File: src/rtl/buck_seq_pkg.sv
package buck_seq_pkg;
  typedef enum logic [2:0] {
    ST_SENSE  = 3'd0,
    ST_SOFT   = 3'd1,
    ST_RUN    = 3'd2,
    ST_HICCUP = 3'd3,
    ST_LATCH  = 3'd4,
    ST_OFF    = 3'd5
  } seq_state_t;
endpackage

File: src/rtl/buck_seq_probe.sv
module buck_seq_probe #(
  parameter int PERIOD = 5000,
  parameter int HIGH   = 50,
  parameter int EDGES  = 4
) (
  input  logic clk,
  input  logic rst,
  input  logic gen_en,
  input  logic cnt_en,
  input  logic sense_i,
  output logic probe_o,
  output logic ready_o
);
  localparam int PW = $clog2(PERIOD);
  localparam int EW = $clog2(EDGES + 1);

  logic [PW-1:0] per_cnt;
  logic [EW-1:0] edge_cnt;
  logic          sense_q;
  logic          edge_seen;

  assign edge_seen = cnt_en && (sense_i != sense_q);
  assign ready_o   = edge_seen && (edge_cnt == EW'(EDGES - 1));

  always_ff @(posedge clk) begin
    if (rst) begin
      per_cnt  <= '0;
      edge_cnt <= '0;
      sense_q  <= 1'b0;
      probe_o  <= 1'b0;
    end else begin
      sense_q <= sense_i;
      // probe period counter
      if (!gen_en || per_cnt == PW'(PERIOD - 1)) per_cnt <= '0;
      else                                       per_cnt <= per_cnt + 1'b1;
      probe_o <= gen_en && (per_cnt < PW'(HIGH));
      // crossing counter
      if (!cnt_en)        edge_cnt <= '0;
      else if (edge_seen) edge_cnt <= edge_cnt + 1'b1;
    end
  end

  // a probe pulse only follows an enabled probe window
  a_r2_probe_gated: assert property (@(posedge clk) disable iff (rst)
    probe_o |-> $past(gen_en));
endmodule

File: src/rtl/buck_seq_ramp.sv
module buck_seq_ramp #(
  parameter int W    = 8,
  parameter int STEP = 625
) (
  input  logic         clk,
  input  logic         rst,
  input  logic         clear,
  input  logic         run,
  output logic [W-1:0] code_o,
  output logic         done_o
);
  localparam int SW = $clog2(STEP);
  localparam logic [W-1:0] FULL = {W{1'b1}};

  logic [SW-1:0] step_cnt;

  always_ff @(posedge clk) begin
    if (rst || clear) begin
      step_cnt <= '0;
      code_o   <= '0;
    end else if (run) begin
      if (step_cnt == SW'(STEP - 1)) begin
        step_cnt <= '0;
        if (code_o != FULL) code_o <= code_o + 1'b1;
      end else begin
        step_cnt <= step_cnt + 1'b1;
      end
    end
  end

  assign done_o = (code_o == FULL);

  // the ramp never falls and moves by at most one code per cycle
  a_r4_ramp_monotonic: assert property (@(posedge clk) disable iff (rst)
    (run && !clear) |=> (code_o >= $past(code_o)) && ((code_o - $past(code_o)) <= W'(1)));
endmodule

File: src/rtl/buck_seq_uvq.sv
module buck_seq_uvq #(
  parameter int QUAL = 1500
) (
  input  logic clk,
  input  logic rst,
  input  logic en,
  input  logic flag_i,
  output logic trip_o
);
  localparam int QW = $clog2(QUAL + 1);

  logic [QW-1:0] cnt;

  always_ff @(posedge clk) begin
    if (rst || !en || !flag_i) cnt <= '0;
    else if (cnt != QW'(QUAL)) cnt <= cnt + 1'b1;
  end

  assign trip_o = (cnt == QW'(QUAL));

  // a qualified trip needs the flag held high in the cycle before
  a_r5_trip_after_flag: assert property (@(posedge clk) disable iff (rst)
    trip_o |-> ($past(flag_i) && $past(en)));
endmodule

File: src/rtl/buck_seq_ctrl.sv
module buck_seq_ctrl
  import buck_seq_pkg::*;
#(
  parameter int PROBE_PERIOD = 5000,
  parameter int PROBE_HIGH   = 50,
  parameter int EDGES        = 4,
  parameter int SS_W         = 8,
  parameter int SS_STEP      = 625,
  parameter int UV_QUAL      = 1500,
  parameter int HICCUP_MAX   = 4,
  parameter int CLEAN_CYC    = 50000
) (
  input  logic            clk,
  input  logic            rst,
  input  logic            shdn_n,
  input  logic            sense_hi,
  input  logic            oc_flag,
  input  logic            uv_sw,
  input  logic            uv_lin,
  output logic            hs_probe,
  output logic [SS_W-1:0] ss_code,
  output logic            pwm_en,
  output logic            latched_off
);
  localparam int HW = $clog2(HICCUP_MAX + 1);
  localparam int CW = $clog2(CLEAN_CYC + 1);
  localparam logic [HW-1:0] HIC_LAST = HW'(HICCUP_MAX - 1);

  seq_state_t    state, nx;
  logic          ready, ss_done, ss_clear, ss_run;
  logic [1:0]    uv_flags, uv_trip;
  logic          lin_trip, sw_trip, hard_fault, fault_any;
  logic [HW-1:0] hic_cnt;
  logic [CW-1:0] clean_cnt;

  buck_seq_probe #(.PERIOD(PROBE_PERIOD), .HIGH(PROBE_HIGH), .EDGES(EDGES)) probe_i (
    .clk(clk), .rst(rst), .gen_en(nx == ST_SENSE), .cnt_en(state == ST_SENSE),
    .sense_i(sense_hi), .probe_o(hs_probe), .ready_o(ready));

  assign ss_run   = (state == ST_SOFT) || (state == ST_HICCUP);
  assign ss_clear = (nx != state) && (nx != ST_RUN);

  buck_seq_ramp #(.W(SS_W), .STEP(SS_STEP)) ramp_i (
    .clk(clk), .rst(rst), .clear(ss_clear), .run(ss_run),
    .code_o(ss_code), .done_o(ss_done));

  // one qualifier per undervoltage flag: index 0 switcher, 1 linear
  assign uv_flags = {uv_lin, uv_sw};
  for (genvar g = 0; g < 2; g++) begin : g_uvq
    buck_seq_uvq #(.QUAL(UV_QUAL)) uvq_i (
      .clk(clk), .rst(rst), .en(state == ST_RUN),
      .flag_i(uv_flags[g]), .trip_o(uv_trip[g]));
  end

  assign sw_trip    = uv_trip[0];
  assign lin_trip   = uv_trip[1];
  assign hard_fault = oc_flag || lin_trip;
  assign fault_any  = hard_fault || sw_trip;

  always_comb begin
    nx = state;
    unique case (state)
      ST_SENSE:  if (ready)   nx = ST_SOFT;
      ST_SOFT:   if (ss_done) nx = ST_RUN;
      ST_RUN: begin
        if (fault_any) begin
          if (hic_cnt == HIC_LAST) nx = hard_fault ? ST_LATCH : ST_SENSE;
          else                     nx = ST_HICCUP;
        end
      end
      ST_HICCUP: if (ss_done) nx = ST_SOFT;
      ST_LATCH:  nx = ST_LATCH;
      ST_OFF:    nx = ST_SENSE;
      default:   nx = ST_OFF;
    endcase
    if (!shdn_n) nx = ST_OFF;
  end

  always_ff @(posedge clk) begin
    if (rst) begin
      state       <= ST_SENSE;
      hic_cnt     <= '0;
      clean_cnt   <= '0;
      pwm_en      <= 1'b0;
      latched_off <= 1'b0;
    end else begin
      state       <= nx;
      pwm_en      <= (nx == ST_SOFT) || (nx == ST_RUN);
      latched_off <= (nx == ST_LATCH);
      // clean-run window
      if (state != ST_RUN)                clean_cnt <= '0;
      else if (clean_cnt != CW'(CLEAN_CYC)) clean_cnt <= clean_cnt + 1'b1;
      // consecutive trip count
      if (!shdn_n) begin
        hic_cnt <= '0;
      end else if (state == ST_RUN && fault_any) begin
        if (hic_cnt != HIC_LAST) hic_cnt <= hic_cnt + 1'b1;
        else if (!hard_fault)    hic_cnt <= '0;
      end else if (state == ST_RUN && clean_cnt >= CW'(CLEAN_CYC - 1)) begin
        hic_cnt <= '0;
      end
    end
  end

  // a latched block never enables PWM
  a_r8_latch_no_pwm: assert property (@(posedge clk) disable iff (rst)
    latched_off |-> !pwm_en);
  // the trip count stays inside its range
  a_r8_hic_bound: assert property (@(posedge clk) disable iff (rst)
    hic_cnt <= HIC_LAST);
  // probing and switching are exclusive
  a_r2_probe_excl: assert property (@(posedge clk) disable iff (rst)
    hs_probe |-> !pwm_en);
  // shutdown clears every output at the next edge
  a_r11_shutdown_off: assert property (@(posedge clk) disable iff (rst)
    !shdn_n |=> (!pwm_en && !hs_probe && !latched_off && ss_code == '0));
  // latch-off only releases through shutdown or reset
  a_r12_latch_release: assert property (@(posedge clk) disable iff (rst)
    $fell(latched_off) |-> (!$past(shdn_n) || $past(rst)));
endmodule

File: config.mk
export PLATFORM = sky130hd
export DESIGN_NAME = buck_seq_ctrl
export DESIGN_NICKNAME = d
export VERILOG_FILES = /design/src/rtl/buck_seq_pkg.sv /design/src/rtl/buck_seq_probe.sv /design/src/rtl/buck_seq_ramp.sv /design/src/rtl/buck_seq_uvq.sv /design/src/rtl/buck_seq_ctrl.sv
export SDC_FILE = /design/constraint.sdc
export NUM_CORES = 1
export LEC_CHECK = 0
export ABC_CLOCK_PERIOD_IN_PS = 6500
export BUFFER_PORTS_ARGS = -buffer_cell sky130_fd_sc_hd__buf_2
export CORE_MARGIN = 4
export CORE_UTILIZATION = 60
export CTS_CLUSTER_SIZE = 24
export DETAILED_ROUTE_END_ITERATION = 8
export PLACE_DENSITY = 0.79
export SLEW_MARGIN = 15
export SYNTH_ARGS = -nofsm -noshare
export SYNTH_HDL_FRONTEND = slang
export SYNTH_SLANG_ARGS = --single-unit
export TNS_END_PERCENT = 20
File: constraint.sdc
create_clock -name clk -period 6.5 [get_ports clk]
set_clock_uncertainty 0.2 [all_clocks]
set_input_delay 1.3 -clock clk [delete_from_list [all_inputs] [get_ports clk]]
set_output_delay 1.3 -clock clk [all_outputs]
set_load 0.005 [all_outputs]
* Word-level counts from Yosys, hierarchy flattened
Cells that the tools add are included.
** Word-level totals
- Flip-flop bits (word level) :: 82
- Input port bits :: 7
** Operators by class
- Add/sub/neg operators :: 8
- $lt $le $gt $ge :: 2
- Equal/unequal tests :: 25
- Mux-type cells :: 13
- Bitwise logic cells :: 2
- Reduce and logical (&&, ||, !) cells :: 28
** Operator list (number)
- 3-bit two-way mux :: 11
- 11-bit by 1-bit adder with 11-bit output (second input constant) :: 2
- 11-bit equality test (second input constant) :: 2
- 11-bit inequality test (second input constant) :: 2
- 3-bit one-hot mux with 6 select lines :: 1
- 16-bit by 1-bit adder with 16-bit output (second input constant) :: 1
- 16-bit greater-or-equal comparator (second input constant) :: 1
- 16-bit inequality test (second input constant) :: 1
- 3-bit by 2-bit equality test with 1-bit output (second input constant) :: 5
- 13-bit by 1-bit adder with 13-bit output (second input constant) :: 1
- 13-bit equality test (second input constant) :: 1
- 13-bit by 6-bit less-than comparator with 1-bit output (second input constant) :: 1
- 3-bit by 2-bit inequality test with 1-bit output (second input constant) :: 4
- 10-bit by 1-bit adder with 10-bit output (second input constant) :: 1
- 10-bit equality test (second input constant) :: 1
- 10-bit two-way mux :: 1
- 3-bit equality test (second input constant) :: 3
- 1-bit logical OR :: 9
- 8-bit by 1-bit adder with 8-bit output (second input constant) :: 1
- 8-bit equality test (second input constant) :: 1
- 8-bit inequality test (second input constant) :: 1
- 2-bit OR reduction :: 4
- 3-bit by 1-bit adder with 3-bit output (second input constant) :: 2
- 3-bit by 1-bit equality test with 1-bit output (second input constant) :: 2
- other kinds (9) :: 19

* Longest topological paths before layout
- Depth in word-level cells :: 11
- Gate-level depth with buffers :: 10
- Mapped depth without buffers :: 8

* By module
From an unflattened synthesis, not the netlist that was laid out.
** Second synthesis, totals
- Cell total of the unflattened synthesis :: 477
- Area total of the unflattened synthesis :: 4134.0 um^2
** By module, submodules not included
- buck_seq_ctrl :: times used 1, cells each 154, area each 1293.7 um^2, seq. area each 480.5 um^2
- buck_seq_uvq :: times used 2, cells each 64, area each 564.3 um^2, seq. area each 220.2 um^2
- buck_seq_ramp :: times used 1, cells each 107, area each 917.1 um^2, seq. area each 360.3 um^2
- buck_seq_probe :: times used 1, cells each 88, area each 794.5 um^2, seq. area each 360.3 um^2

* Least setup slack after synthesis
OpenSTA, ideal clock, no wires.
- Path type :: input to register
- Start point :: in sense_hi
- End point :: reg probe_i.per_cnt[7]
- Setup time :: 62 ps
- Arrival time :: 2816 ps
- Path slack :: 3422 ps
- Cell stages on the path :: 7
- Cells stage by stage :: xor2_1 -> and3_1 -> or3_4 -> nor2_4 -> or4b_1 -> buf_6 -> nor2_2
** Between the ends
- Longest elaborated chain between the ends :: 10
** RTL lines
- start, declared :: line buck_seq_ctrl.sv:16 : input logic sense_hi,
- 1-bit inequality test :: line buck_seq_probe.sv:22 : assign edge_seen = cnt_en && (sense_i != sense_q);
- 1-bit logical AND :: line buck_seq_probe.sv:22
- 1-bit logical AND :: line buck_seq_probe.sv:23 : assign ready_o = edge_seen && (edge_cnt == EW'(EDGES - 1));
- 3-bit two-way mux :: line buck_seq_ctrl.sv:63 : ST_SENSE: if (ready) nx = ST_SOFT;
- 3-bit one-hot mux with 6 select lines :: line buck_seq_ctrl.sv:62 : unique case (state)
- 3-bit two-way mux :: line buck_seq_ctrl.sv:76 : if (!shdn_n) nx = ST_OFF;
- 3-bit logical NOT :: line buck_seq_ctrl.sv:37 : .clk(clk), .rst(rst), .gen_en(nx == ST_SENSE), .cnt_en(state == ST_SENSE),
- 1-bit logical NOT :: line buck_seq_probe.sv:34 : if (!gen_en || per_cnt == PW'(PERIOD - 1)) per_cnt <= '0;
- 1-bit logical OR :: line buck_seq_probe.sv:34
- 2-bit OR reduction (no line)
- end signal, assigned :: line buck_seq_probe.sv:35 : else per_cnt <= per_cnt + 1'b1;
- end, declared :: line buck_seq_probe.sv:17 : logic [PW-1:0] per_cnt;
Every way passes these cells.
A chain may end at the register's enable or synchronous reset.

* Worst setup path after layout
- Start point :: in sense_hi
- End point :: reg probe_i.per_cnt[3]
Same word-level chain as after synthesis.

==> flow_summary_export.csv <==
group,metric,value,unit
clock_tree,cts-root-buf,"clkbuf_8",
routing,vias,3171,
critical_path,cp_max_fo,7,
sta,fin_crit,3055,ps
min_path,min-delay-start,"hic_cnt[2]$_SDFFE_PP0P_",
sta,maxSlewViolCount,0,
critical_path,r2r_setup_slack,3710,ps
sta,maxSlewHeadroom,54.51,%
synthesis,avgSynthCellArea,8.516,um2
grt,antenna_found_initial,0,
critical_path,slowest_delay,640,ps
grt,grt_first_pass_wirelength,13070,um
final_layout,diodes,0,
sta,rsz0062_at_grt,"no",
critical_path,endpoint_kind,"flip-flop",
clock_tree,post_cts_resized,0,
final_layout,final_nets,505,
synthesis,netlist.area_leader.share,41.01,%
die,dieArea,8042,um2
grt,groute.usage.overall,20.46,%
die,fp.dieW,89.68,um
critical_path,required,6590,ps
critical_path,worst-r2r-cell-count,7,
die,die_h,89.68,um
synthesis,yosys-top-cells-area,"dfxtp_1 (41%), xor2_1 (8.3%), nor2_1 (6.5%), nand2_1 (4.1%), ha_1 (4.1%)",
place,place_ws,3097,ps
pwr,ir_worst_vdd,0.1032,mV
sta,fmax,327.3,MHz
grt,grt_pass1_vias,3024,
final_layout,layout-drive-gt1-share,11.22,%
status,outcome,"complete, no violations",
pwr,total_power,852.0,uW
synthesis,synth_cell_types,53,
synthesis,synthFlopType,"dfxtp_1",
final_layout,most-common-layout-cells,"dfxtp_1 (82), nor2_1 (69), nand2_1 (44)",
routing,drc_errors,0,
critical_path,r2r-start,"ramp_i.code_o[0]$_SDFFE_PP0P_",
clock_tree,post_cts_buffers,0,
clock_tree,cts_buffers,9,
routing,ant_nets,0,
clock_tree,h-tree-depth,3,
sta,setup_violations,0,
final_layout,syn2layout_area_growth,6.627,%
sta,min_period_over_period,47.00,%
critical_path,cp_top_family,"simple AND/OR/NAND/NOR gates",
grt,gr-total-overflow,0,
sta,worst_pin_slew,677.1,ps
critical_path,cp_cell_sequence,"buf_2 -> xor2_1 -> and3_1 -> or3_4 -> nor2_4 -> or4b_1 -> nor2_2",
die,rows,29,
final_layout,final_common_cell,"dfxtp_1",
die,start_util,62.32,%
final_layout,multi_input_area,2213,um2
sta,finalSetupTns,0,ps
routing,wire_per_inst,13.15,um
critical_path,r2r_end,"probe_i.probe_o$_SDFF_PP0_",
synthesis,synthCells,470,
routing,viasPerCell,5.593,
min_path,hold_end,"hic_cnt[2]$_SDFFE_PP0P_",
synthesis,yosysSeqAreaShare,41.01,%
routing,drt-initial-drc-count,134,
pwr,p_per_area,199.6,nW/um2
synthesis,synth_area,4003,um2
min_path,holdCritPathClass,"reg2reg",
run,drv_cap,0,
pwr,p_leak,1.441,nW
critical_path,critPathSlowestCell,"or4b_1",
clock_tree,cts_hold_buffers,0,
min_path,holdPathStages,2,
die,core,6422,um2
synthesis,synthesis.nets,490,
critical_path,critPathBufInv,1,
place,postPlaceCellArea,4104,um2
synthesis,yosys_warnings,0,
routing,routed_wirelength,7454,um
clock_tree,clock_latency,350,ps
routing,firstDrtPassIters,4,
die,num_io_pins,18,
critical_path,arrival,3140,ps
clock_tree,clockBufferDepth,2,
synthesis,synth_edf_count,0,
place,port_buffers,17,
final_layout,final-seq-area,1642,um2
final_layout,utilization,66.45,%
place,place.gp.congestion,0.8316,
critical_path,setup.worst_path.start_class,"primary input",
final_layout,final_cell_area,4268,um2
critical_path,crit_type,"in2reg",
sta,hold_viol_final,0,
synthesis,async_reset_ff_share,0,%
synthesis,synth_top_area_cell,"dfxtp_1",
place,hpwl,5273,um
clock_tree,clkTransAtPathRegs,80,ps
clock_tree,clock_sink_count,82,
grt,grt_max_degree,19,
clock_tree,cts_tree,"built",
final_layout,fillers,550,
synthesis,ys_seq_elements,82,
sta,setup_ws,3445,ps
## how the worst max path moves through the flow
stage | from | end | depth (start not counted)
after floorplan | sense_hi | probe_i.per_cnt[7]$_SDFF_PP0_ | 7
after global placement | sense_hi | probe_i.per_cnt[9]$_SDFF_PP0_ | 7
after detailed placement | sense_hi | probe_i.per_cnt[7]$_SDFF_PP0_ | 7
after CTS | sense_hi | probe_i.per_cnt[7]$_SDFF_PP0_ | 7
after global routing | sense_hi | probe_i.per_cnt[7]$_SDFF_PP0_ | 7
final | sense_hi | probe_i.per_cnt[3]$_SDFF_PP0_ | 7
## cells in the mapped netlist, types with 2 or more instances
cell type,number
clkbuf_1,5
mux2i_1,2
nor4_1,6
inv_1,18
a21oi_1,17
a211oi_1,5
xor2_1,38
and2_1,3
buf_6,3
nand2_1,44
a31oi_1,2
or3_1,6
xnor2_1,17
nor2_1,69
o21ai_0,11
nor3b_1,2
or4_1,5
buf_2,4
or2_2,2
nand3_1,23
and3_1,8
dfxtp_1,82
o211ai_1,3
ha_1,13
nor2_2,15
nand2b_1,5
nand4_1,19
nand3b_1,2
nor3_1,14
nor2b_1,4
## worst register-to-register path, stage by stage (launching register included)
cell,delay [ps]
dfxtp_1,410
ha_1,250
nand3_1,140
nor2_1,420
o311a_1,270
a21oi_2,120
or4_1,730
nor2_2,170
## state kept, by name (all words and copies together) (netlist names)
register,cells
clean_cnt,16
g_uvq.uvq_i.cnt,22
hic_cnt,3
latched_off,1
probe_i.edge_cnt,3
probe_i.per_cnt,13
probe_i.probe_o,1
probe_i.sense_q,1
pwm_en,1
ramp_i.code_o,8
ramp_i.step_cnt,10
state,3
## per-stage QoR
step	hold slack, ps	std cells
finish	247.6	567
global route	272.3	567
CTS	246.3	567
detailed placement	232.9	551
global placement	230.4	551
floorplan	217.9	470
## routing by layer
metal / track usage, % / share of wire, % / wire length [um]
met1: 25.11 / 48 / 3594
met2: 34.51 / 47 / 3531
met3: 6.934 / 3.4 / 254
met4: 5.007 / 0.99 / 74
met5: 0 / 0 / 0
## area by class of cell
class                      instances  area share (%)
tap                               77           2.257
clock buffer                      12           3.166
inverter                          18           1.583
timing repair buffer              17           1.994
multi-input combinational        357           51.86
clock inverter                     4          0.6743
sequential                        82           38.46
## kinds of logic (layout without fill, tap and decap cells)
group           Yosys count  after routing  share of synthesized area, %
buf+inv                  31             51                         3.689
flops                    82             82                         41.01
simple gates            240            240                         30.85
fa+ha+maj                13             13                         4.064
xor+xnor                 55             55                         12.03
compound gates           47             47                         7.846
mux                       2              2                        0.5002
## where the power goes
group	switching, mW	internal [mW]
combinational	0.0171	0.0112
sequential	0.00424	0.506
clock	0.175	0.139
No activity file was read; power rests on OpenSTA's default activity.
